===== config.mk =====
export PLATFORM = sky130hd
export DESIGN_NAME = dp_sema_unit
export DESIGN_NICKNAME = d
export VERILOG_FILES = /design/src/rtl/dp_sema_pkg.sv /design/src/rtl/dp_sema_port_decode.sv /design/src/rtl/dp_sema_flag_cell.sv /design/src/rtl/dp_sema_readback.sv /design/src/rtl/dp_sema_unit.sv
export SDC_FILE = /design/constraint.sdc
export NUM_CORES = 1
export LEC_CHECK = 0
export ABC_CLOCK_PERIOD_IN_PS = 1800
export CELL_PAD_IN_SITES_DETAIL_PLACEMENT = 0
export CELL_PAD_IN_SITES_GLOBAL_PLACEMENT = 1
export CORE_ASPECT_RATIO = 1.5
export CORE_MARGIN = 5
export CORE_UTILIZATION = 39
export CTS_BUF_LIST = sky130_fd_sc_hd__clkbuf_16
export DETAILED_ROUTE_END_ITERATION = 7
export PLACE_DENSITY_LB_ADDON = 0.25
export SLEW_MARGIN = 20
export SYNTH_ARGS = -nofsm -noshare
export SYNTH_HDL_FRONTEND = slang
export SYNTH_SLANG_ARGS = --single-unit

===== constraint.sdc =====
create_clock -name clk_i -period 1.8 [get_ports clk_i]
set_input_delay 0.18 -clock clk_i [delete_from_list [all_inputs] [get_ports clk_i]]
set_output_delay 0.18 -clock clk_i [all_outputs]
set_load 0.01 [all_outputs]

===== src/rtl/dp_sema_pkg.sv =====
package dp_sema_pkg;
  typedef enum logic [1:0] {
    OWN_FREE  = 2'd0,
    OWN_LEFT  = 2'd1,
    OWN_RIGHT = 2'd2
  } owner_e;

  localparam int unsigned SIDE_L    = 0;
  localparam int unsigned SIDE_R    = 1;
  localparam int unsigned NUM_SIDES = 2;
endpackage


===== src/rtl/dp_sema_port_decode.sv =====
module dp_sema_port_decode #(
  parameter int unsigned NUM_FLAGS = 8,
  parameter int unsigned ADDR_W    = $clog2(NUM_FLAGS)
) (
  input  logic              ce_ni,
  input  logic              sem_ni,
  input  logic              rw_i,
  input  logic              oe_ni,
  input  logic [ADDR_W-1:0] addr_i,
  input  logic              wbit_i,
  output logic [NUM_FLAGS-1:0] req_o,
  output logic [NUM_FLAGS-1:0] rel_o,
  output logic              rd_o
);
  logic acc, wr;

  // chip enable low blocks the bank, also in the illegal combination
  assign acc  = ce_ni & ~sem_ni;
  assign wr   = acc & ~rw_i;
  assign rd_o = acc & rw_i & ~oe_ni;

  for (genvar i = 0; i < NUM_FLAGS; i++) begin : g_sel
    logic hit;
    assign hit      = wr && (addr_i == ADDR_W'(i));
    assign req_o[i] = hit & ~wbit_i;
    assign rel_o[i] = hit &  wbit_i;
  end
endmodule


===== src/rtl/dp_sema_flag_cell.sv =====
module dp_sema_flag_cell
  import dp_sema_pkg::*;
(
  input  logic clk_i,
  input  logic rst_ni,
  input  logic req_l_i,
  input  logic rel_l_i,
  input  logic req_r_i,
  input  logic rel_r_i,
  output logic own_l_o,
  output logic own_r_o,
  output logic pend_l_o,
  output logic pend_r_o
);
  owner_e own_q, own_d;
  logic   pl_q, pr_q, pl_d, pr_d;

  always_comb begin
    own_d = own_q;
    pl_d  = pl_q;
    pr_d  = pr_q;
    // releases first, so a hand-over and a new request resolve in one update
    if (rel_l_i) begin
      if (own_d == OWN_LEFT) own_d = OWN_FREE;
      else                   pl_d  = 1'b0;
    end
    if (rel_r_i) begin
      if (own_d == OWN_RIGHT) own_d = OWN_FREE;
      else                    pr_d  = 1'b0;
    end
    if (req_l_i && own_d != OWN_LEFT)  pl_d = 1'b1;
    if (req_r_i && own_d != OWN_RIGHT) pr_d = 1'b1;
    // fixed tie-break: left first
    if (own_d == OWN_FREE) begin
      if (pl_d) begin
        own_d = OWN_LEFT;
        pl_d  = 1'b0;
      end else if (pr_d) begin
        own_d = OWN_RIGHT;
        pr_d  = 1'b0;
      end
    end
  end

  always_ff @(posedge clk_i or negedge rst_ni) begin
    if (!rst_ni) begin
      own_q <= OWN_FREE;
      pl_q  <= 1'b0;
      pr_q  <= 1'b0;
    end else begin
      own_q <= own_d;
      pl_q  <= pl_d;
      pr_q  <= pr_d;
    end
  end

  assign own_l_o  = (own_q == OWN_LEFT);
  assign own_r_o  = (own_q == OWN_RIGHT);
  assign pend_l_o = pl_q;
  assign pend_r_o = pr_q;
endmodule


===== src/rtl/dp_sema_readback.sv =====
module dp_sema_readback #(
  parameter int unsigned NUM_FLAGS = 8,
  parameter int unsigned DATA_W    = 8,
  parameter int unsigned ADDR_W    = $clog2(NUM_FLAGS)
) (
  input  logic                 clk_i,
  input  logic                 rst_ni,
  input  logic                 rd_i,
  input  logic [ADDR_W-1:0]    addr_i,
  input  logic [NUM_FLAGS-1:0] own_i,
  output logic [DATA_W-1:0]    rdata_o,
  output logic                 rvalid_o
);
  always_ff @(posedge clk_i or negedge rst_ni) begin
    if (!rst_ni) begin
      rdata_o  <= '1;
      rvalid_o <= 1'b0;
    end else begin
      rvalid_o <= rd_i;
      if (rd_i) rdata_o <= {DATA_W{~own_i[addr_i]}};
    end
  end
endmodule


===== src/rtl/dp_sema_unit.sv =====
module dp_sema_unit
  import dp_sema_pkg::*;
#(
  parameter int unsigned NUM_FLAGS = 8,
  parameter int unsigned DATA_W    = 8,
  localparam int unsigned ADDR_W   = $clog2(NUM_FLAGS)
) (
  input  logic              clk_i,
  input  logic              rst_ni,
  input  logic              l_ce_ni,
  input  logic              l_sem_ni,
  input  logic              l_rw_i,
  input  logic              l_oe_ni,
  input  logic [ADDR_W-1:0] l_addr_i,
  input  logic [DATA_W-1:0] l_wdata_i,
  output logic [DATA_W-1:0] l_rdata_o,
  output logic              l_rvalid_o,
  input  logic              r_ce_ni,
  input  logic              r_sem_ni,
  input  logic              r_rw_i,
  input  logic              r_oe_ni,
  input  logic [ADDR_W-1:0] r_addr_i,
  input  logic [DATA_W-1:0] r_wdata_i,
  output logic [DATA_W-1:0] r_rdata_o,
  output logic              r_rvalid_o
);
  logic [NUM_SIDES-1:0]              ce_n, sem_n, rw, oe_n, wbit, rd;
  logic [NUM_SIDES-1:0][ADDR_W-1:0]  addr;
  logic [NUM_SIDES-1:0][DATA_W-1:0]  rdata;
  logic [NUM_SIDES-1:0]              rvalid;
  logic [NUM_SIDES-1:0][NUM_FLAGS-1:0] req, rel, own, pend;
  logic [NUM_FLAGS-1:0] own_l_vec, own_r_vec, pend_l_vec, pend_r_vec;
  logic unused_wdata_hi;

  assign ce_n  = {r_ce_ni,  l_ce_ni};
  assign sem_n = {r_sem_ni, l_sem_ni};
  assign rw    = {r_rw_i,   l_rw_i};
  assign oe_n  = {r_oe_ni,  l_oe_ni};
  assign addr  = {r_addr_i, l_addr_i};
  assign wbit  = {r_wdata_i[0], l_wdata_i[0]};
  assign unused_wdata_hi = ^{l_wdata_i[DATA_W-1:1], r_wdata_i[DATA_W-1:1]};

  for (genvar s = 0; s < NUM_SIDES; s++) begin : g_side
    dp_sema_port_decode #(.NUM_FLAGS(NUM_FLAGS), .ADDR_W(ADDR_W)) u_dec (
      .ce_ni (ce_n[s]),
      .sem_ni(sem_n[s]),
      .rw_i  (rw[s]),
      .oe_ni (oe_n[s]),
      .addr_i(addr[s]),
      .wbit_i(wbit[s]),
      .req_o (req[s]),
      .rel_o (rel[s]),
      .rd_o  (rd[s])
    );
    dp_sema_readback #(.NUM_FLAGS(NUM_FLAGS), .DATA_W(DATA_W), .ADDR_W(ADDR_W)) u_rb (
      .clk_i   (clk_i),
      .rst_ni  (rst_ni),
      .rd_i    (rd[s]),
      .addr_i  (addr[s]),
      .own_i   (own[s]),
      .rdata_o (rdata[s]),
      .rvalid_o(rvalid[s])
    );
  end

  for (genvar f = 0; f < NUM_FLAGS; f++) begin : g_flag
    dp_sema_flag_cell u_cell (
      .clk_i   (clk_i),
      .rst_ni  (rst_ni),
      .req_l_i (req[SIDE_L][f]),
      .rel_l_i (rel[SIDE_L][f]),
      .req_r_i (req[SIDE_R][f]),
      .rel_r_i (rel[SIDE_R][f]),
      .own_l_o (own[SIDE_L][f]),
      .own_r_o (own[SIDE_R][f]),
      .pend_l_o(pend[SIDE_L][f]),
      .pend_r_o(pend[SIDE_R][f])
    );
  end

  assign own_l_vec  = own[SIDE_L];
  assign own_r_vec  = own[SIDE_R];
  assign pend_l_vec = pend[SIDE_L];
  assign pend_r_vec = pend[SIDE_R];

  assign l_rdata_o  = rdata[SIDE_L];
  assign l_rvalid_o = rvalid[SIDE_L];
  assign r_rdata_o  = rdata[SIDE_R];
  assign r_rvalid_o = rvalid[SIDE_R];
endmodule


==> impl_metrics.toml, run 1 <==
[run_status]
status = "complete, no violations"

[global_route]
grt_pass1_vias = 2276
grt_overflow = 0
grt_pass1_wl_microns = 11200
grt_max_degree = 20
grtUsageTotal_pct = 18.3
antenna_found_initial = 0

[final_layout]
instances_no_fill = 397
fin_area_sq_um = 3360
nNetsFinal = 356
diodes = 0
drive_gt1_share_pct = 30.8
syn2layout_area_growth_pct = 43.3
fin_util_pct = 57.7

[die]
rows = 34
io_pins = 50
die_y_microns = 105
fp.dieW_microns = 73.3
die-area_sq_um = 7700
initial_core_util_pct = 40.3
core_sq_um = 5830

[detailed_routing]
route.detailed.drc = 0
detail-route-antenna-nets = 0
viasPerCell = 5.64
route.vias.total = 2240
wl_per_cell_microns = 17.1
drtIter0Drc = 85
drt_wl_total_microns = 6790
firstDrtPassIters = 4

[cts]
cts_tree = "yes"
cts_root_buf = "clkbuf_16"
clkSinkCount = 36
clk_latency_ns = 0.28
htreeDepth = 2
cts.reportedPaths.clkPinSlew_ns = 0.06
numCtsBuffers = 5
clk_path_buf_depth = 2

[worst_setup_path]
crit_slowest_cell = "or4b_4"
path_cells = "clkdlybuf4s50_1 -> or4b_4 -> o31a_1 -> o21ai_1 -> a31oi_1"
reg2reg_from = "g_flag[7].u_cell.own_q[1]"
critical-path-top-delay-family = "compound AO/OA/AOI/OAI gates"
crit_path_end_kind = "register"
critPathRequiredTime_ns = 1.95
cp_max_fo = 6
crit_path_start_kind = "input port"
arrival_ns = 1.87
critPathBufInv = 1
path_class = "in2reg"
cpPeakStageDelay_ns = 0.56
cp-startpoint = "l_ce_ni"

[placement]
portBuffers = 35
gp_congestion = 0.827
dp_hpwl_microns = 5320
placedCellCount = 387
dpl_cell_area_sq_um = 3110
place_ws_ns = -0.243

[sta]
slew_headroom_pct = 70.0
maxSlewViolCount = 0
setup_tns_ns = 0
fmax_mhz = 578
min_period_over_period_pct = 96.1
clock_skew_ns = 0.00517
finalSetupViolations = 0
tightest_slew_ns = 0.450
timing.final.hold_violations = 0
period_minus_slack_ns = 1.73
setup_slack_ns = 0.0711
holdWs_ns = 0.325

[flow_run]
max_cap_violations = 0

[power_and_ir_drop]
power_density_nw_per_um2 = 1020
ir_drop_uv = 729
power_mw = 3.44
p_leak_nw = 1.39

[logic_synthesis]
avgSynthCellArea_sq_um = 9.78
syn-instance-count = 240
synthTopCellsByArea = "dfrtp_1, o31a_1, buf_4, o41ai_1, nand2b_1"
synth_top_cell_by_area = "dfrtp_1"
yosysWarningCount = 0
synth_edf_count = 0
syn_area_sq_um = 2350
synth_seq_area_share_pct = 38.5
synth_cell_types = 54
ys_ff_latch = 36
synth_top_area_share_pct = 36.2
syn-num-nets = 272
async_flop_share_pct = 100
synthFlopType = "dfrtp_1"

[min_path]
min_path_type = "in2reg"
hp-start = "l_sem_ni"
[final timing paths]
kind | end | slack (ns) | cells after the start
worst min-delay path | g_side[0].u_rb.rvalid_o | 0.33 | 3
min in group asynchronous | g_flag[6].u_cell.pend_l_o | 0.39 | 2
worst max register to register | g_flag[7].u_cell.own_q[1] | 0.31 | 4
worst max-delay path | g_flag[2].u_cell.pend_r_o | 0.07 | 5
max in group asynchronous | g_flag[7].u_cell.own_q[1] | 0.96 | 3
worst min register to register | g_side[1].u_rb.rdata_o[0] | 0.52 | 2
[tightest hold or removal path, cell delays in order]
cell and delay, ns:
dlymetal6s2s_1 0.16, nor4bb_1 0.09, buf_4 0.13
[repair_timing]
item                                    4_1_cts  5_1_grt
endpoints found under the hold margin        16        0
endpoints found under the setup margin        0       17
resized for setup                             0       13
hold buffers                                  1        0
buffers inserted                              0        1
[sequential cells by signal (all words and copies together), names as in the netlist]
signal	count
g_flag.u_cell.own_q	16
g_flag.u_cell.pend_l_o	8
g_flag.u_cell.pend_r_o	8
g_side.u_rb.rdata_o	2
g_side.u_rb.rvalid_o	2
[per-layer routing]
layer	global-route usage (%)	vias up	part of all wire, %
met3	2.31	6	2.4
met4	5.70	0	1.3
met1	22.1	1098	41
met5	0	-	0
li1	-	1098	-
met2	32.8	38	55
[kinds of logic after synthesis]
family | after synthesis | share of synthesized area [%]
simple gates | 82 | 22.7
buf+inv | 27 | 7.41
flops | 36 | 38.5
compound gates | 91 | 29.7
mux | 4 | 1.76
[synth_stat cells, drive strengths merged, types with 7 or more instances]
cell type   n
o211ai      8
nand3       7
nor2        9
o41ai      13
nand2b     14
o21ai      10
nor2b      12
nand2      11
dfrtp      34
o31ai      11
a31oi       7
a22oi       7
o31a       14
buf        18
a21oi       8
[final cells by class]
cell class	instances	area, sq um
inverters	5	18.8
clock buffers	5	125
repair buffers	99	843
clock inverters	3	38.8
fillers	491	2460
multi-input cells	177	1350
flip-flops and latches	36	903
well taps	72	90.1
[power by group]
part           switching, mW  total, mW  leakage (nW)  internal, mW
registers              0.238       1.21         0.473         0.974
clock network          0.326      0.971        0.0850         0.645
logic                  0.562       1.25         0.831         0.691
total                   1.13       3.44          1.39          2.31
[placed cells by master (no fill, tap or decap), types with 2 or more instances in the layout]
cell             Yosys  final
a31o_2               2      2
o21ai_0              6      6
nand3_1              7      7
clkbuf_16            0      5
nor4_1               4      2
o41ai_1             11      5
dfrtp_1             34     34
clkdlybuf4s50_1      0     33
nand4bb_1            3      3
nor4b_1              2      2
o41ai_2              2      8
nor4_4               2      2
nand2_1             11     11
nor4_2               0      2
mux2i_1              3      3
buf_4               15     62
nor2b_1             12     12
or2_2                2      2
o31a_1              14     14
o211ai_1             8      8
inv_1                5      6
a21oi_1              8      8
o21ai_1              3      3
a31oi_1              7      7
nand2b_1            14     14
dfstp_2              2      2
or2_1                4      3
a22oi_1              7      7
nor2_1               9      9
o31ai_1             11     10
nor3_2               0      2
Note: power is estimated with default switching activity, not from simulation.
==> inputs of run 2 (changes only) <==
--- a/config.mk
+++ b/config.mk
@@ -10,11 +10,11 @@
 export CELL_PAD_IN_SITES_GLOBAL_PLACEMENT = 1
 export CORE_ASPECT_RATIO = 1.5
 export CORE_MARGIN = 5
-export CORE_UTILIZATION = 39
+export CORE_UTILIZATION = 35
 export CTS_BUF_LIST = sky130_fd_sc_hd__clkbuf_16
 export DETAILED_ROUTE_END_ITERATION = 7
 export PLACE_DENSITY_LB_ADDON = 0.25
-export SLEW_MARGIN = 20
+export SLEW_MARGIN = 15
 export SYNTH_ARGS = -nofsm -noshare
 export SYNTH_HDL_FRONTEND = slang
 export SYNTH_SLANG_ARGS = --single-unit
==> run 2 against run 1 <==
Worst setup slack got worse by 0.0063 ns. Sequential share of layout area increased by 0.050 points. Clock skew decreased by 0.00074 ns. Cell area decreased by 0.19%. Global-route usage decreased by 1.7 points. Flip-flop and latch count unchanged. Utilization decreased by 6.3 points. Clock-buffer cell count unchanged. Sequential power about the same. Maximum frequency decreased by 0.36%. Routed wire length increased by 1.2%. Critical path type unchanged.
==> impl_metrics.toml, run 2 (same netlist as run 1, synthesis figures left out) <==
[detailed_routing]
wl_per_cell_microns = 17.1
drt_wl_total_microns = 6870
firstDrtPassIters = 4
route.vias.total = 2237
viasPerCell = 5.58
route.detailed.drc = 0
detail-route-antenna-nets = 0
drtIter0Drc = 139

[global_route]
antenna_found_initial = 0
grt.busiest_layer = "met2"
grt_pass1_wl_microns = 11200
grt_pass1_vias = 2340
grtUsageMet3_pct = 2.60
gr-usage-met1_pct = 18.5
gr-usage-met2_pct = 31.7
grt_max_degree = 37
grt_overflow = 0
grtUsageTotal_pct = 16.6

[power_and_ir_drop]
ir_drop_uv = 616
p_leak_nw = 1.38
power_density_nw_per_um2 = 1020

[die]
initial_core_util_pct = 35.9
core_sq_um = 6530
io_pins = 50
rows = 36
die_y_microns = 110
die-area_sq_um = 8480
fp.dieW_microns = 76.9

[placement]
place_ws_ns = -0.241
dp_hpwl_microns = 5350
portBuffers = 35
placedCellCount = 392
gp_congestion = 0.798

[min_path]
min_path_type = "in2reg"

[sta]
timing.final.hold_violations = 0
rsz0062_at_grt = "true"
period_minus_slack_ns = 1.74
clock_skew_ns = 0.00443
tightest_slew_ns = 0.452
maxSlewViolCount = 0
fmax_mhz = 576
finalSetupViolations = 0
setup_slack_ns = 0.0648
min_period_over_period_pct = 96.4
holdWs_ns = 0.298
slew_headroom_pct = 69.5

[worst_setup_path]
crit_path_end_kind = "register"
critPathRequiredTime_ns = 1.95
path_class = "in2reg"
arrival_ns = 1.89
cp_max_fo = 6
crit_path_start_kind = "input port"

[final_layout]
largest_reg_flops = 16
instances_no_fill = 401
seqCellArea_sq_um = 903
drive_gt1_share_pct = 30.8
nFillCells = 611
diodes = 0
multi_input_area_sq_um = 1330
final_common_cell = "buf_4"
top_register = "g_flag.u_cell.own_q"
nNetsFinal = 356
layout_common_cells = "buf_4, dfrtp_1, clkdlybuf4s50_1"
syn2layout_area_growth_pct = 43.1

[run_status]
status = "complete, no violations"

[cts]
clk_path_buf_depth = 2
cts_root_buf = "clkbuf_16"
cts.reportedPaths.clkPinSlew_ns = 0.06
htreeDepth = 2
cts_tree = "yes"
numCtsBuffers = 5
clkSinkCount = 36
clk_latency_ns = 0.28

[flow_run]
max_cap_violations = 0
[run 2: metal layers]
metal,wire length [microns],up-vias
li1,-,1096
met1,2810,1100
met2,3730,31
met3,199,10
met4,123,0
met5,0,-
[run 2: path summary, 6_finish.rpt]
check | cells after the start | end | slack [ns] | from
min in group asynchronous | 3 | g_side[1].u_rb.rvalid_o | 0.39 | rst_ni
hold reg to reg | 2 | g_side[1].u_rb.rdata_o[0] | 0.52 | g_side[1].u_rb.rdata_o[0]
hold / removal | 3 | g_side[0].u_rb.rvalid_o | 0.30 | l_sem_ni
setup / recovery | 5 | g_flag[2].u_cell.pend_r_o | 0.06 | l_ce_ni
setup reg to reg | 4 | g_flag[7].u_cell.own_q[1] | 0.30 | g_flag[7].u_cell.own_q[1]
max in group asynchronous | 3 | g_side[0].u_rb.rdata_o[0] | 1.15 | rst_ni
[run 2: what timing repair did]
action                                  4_1_cts  5_1_grt
hold buffers                                  1        0
buffers inserted                              0        0
endpoints found under the setup margin        0        7
hold endpoints to repair                     34        0
gates resized for setup                       0       13
[run 2: final cells by class]
cell class	count	area share (%)
well taps	76	2.83
flip-flops and latches	36	26.9
inverters	5	0.559
repair buffers	99	25.1
clock buffers	5	3.73
multi-input cells	177	39.7
clock inverters	3	1.15
[run 2: critical path, cell delays in order]
cell	delay [ns]
clkdlybuf4s50_1	0.52
or4b_4	0.56
o31a_1	0.35
o21ai_1	0.17
a31oi_1	0.10
[run 2: per-stage QoR]
step | util [%] | instance area, sq um | TNS [ns] | total power [mW]
finish | 51.4 | 3360 | 0 | 3.44
global route | 51.4 | 3360 | -0.0451 | 3.64
CTS | 50.4 | 3290 | 0 | 3.42
detailed placement | 47.7 | 3120 | -5.11 | 2.43
global placement | 47.7 | 3120 | -4.70 | 2.41
floorplan | - | 2350 | 0 | 1.86
[run 2: report_power, final]
group,internal [mW],leakage (nW),switching (mW)
sequential,0.974,0.473,0.234
clock,0.645,0.0850,0.330
combinational,0.695,0.827,0.558
==> inputs of run 3 (changes only) <==
--- a/config.mk
+++ b/config.mk
@@ -10,7 +10,7 @@
 export CELL_PAD_IN_SITES_GLOBAL_PLACEMENT = 1
 export CORE_ASPECT_RATIO = 1.5
 export CORE_MARGIN = 5
-export CORE_UTILIZATION = 35
+export CORE_UTILIZATION = 39
 export CTS_BUF_LIST = sky130_fd_sc_hd__clkbuf_16
 export DETAILED_ROUTE_END_ITERATION = 7
 export PLACE_DENSITY_LB_ADDON = 0.25
==> results of run 3 <==
No change in the layout: final DEF, timing and power equal those of run 1.
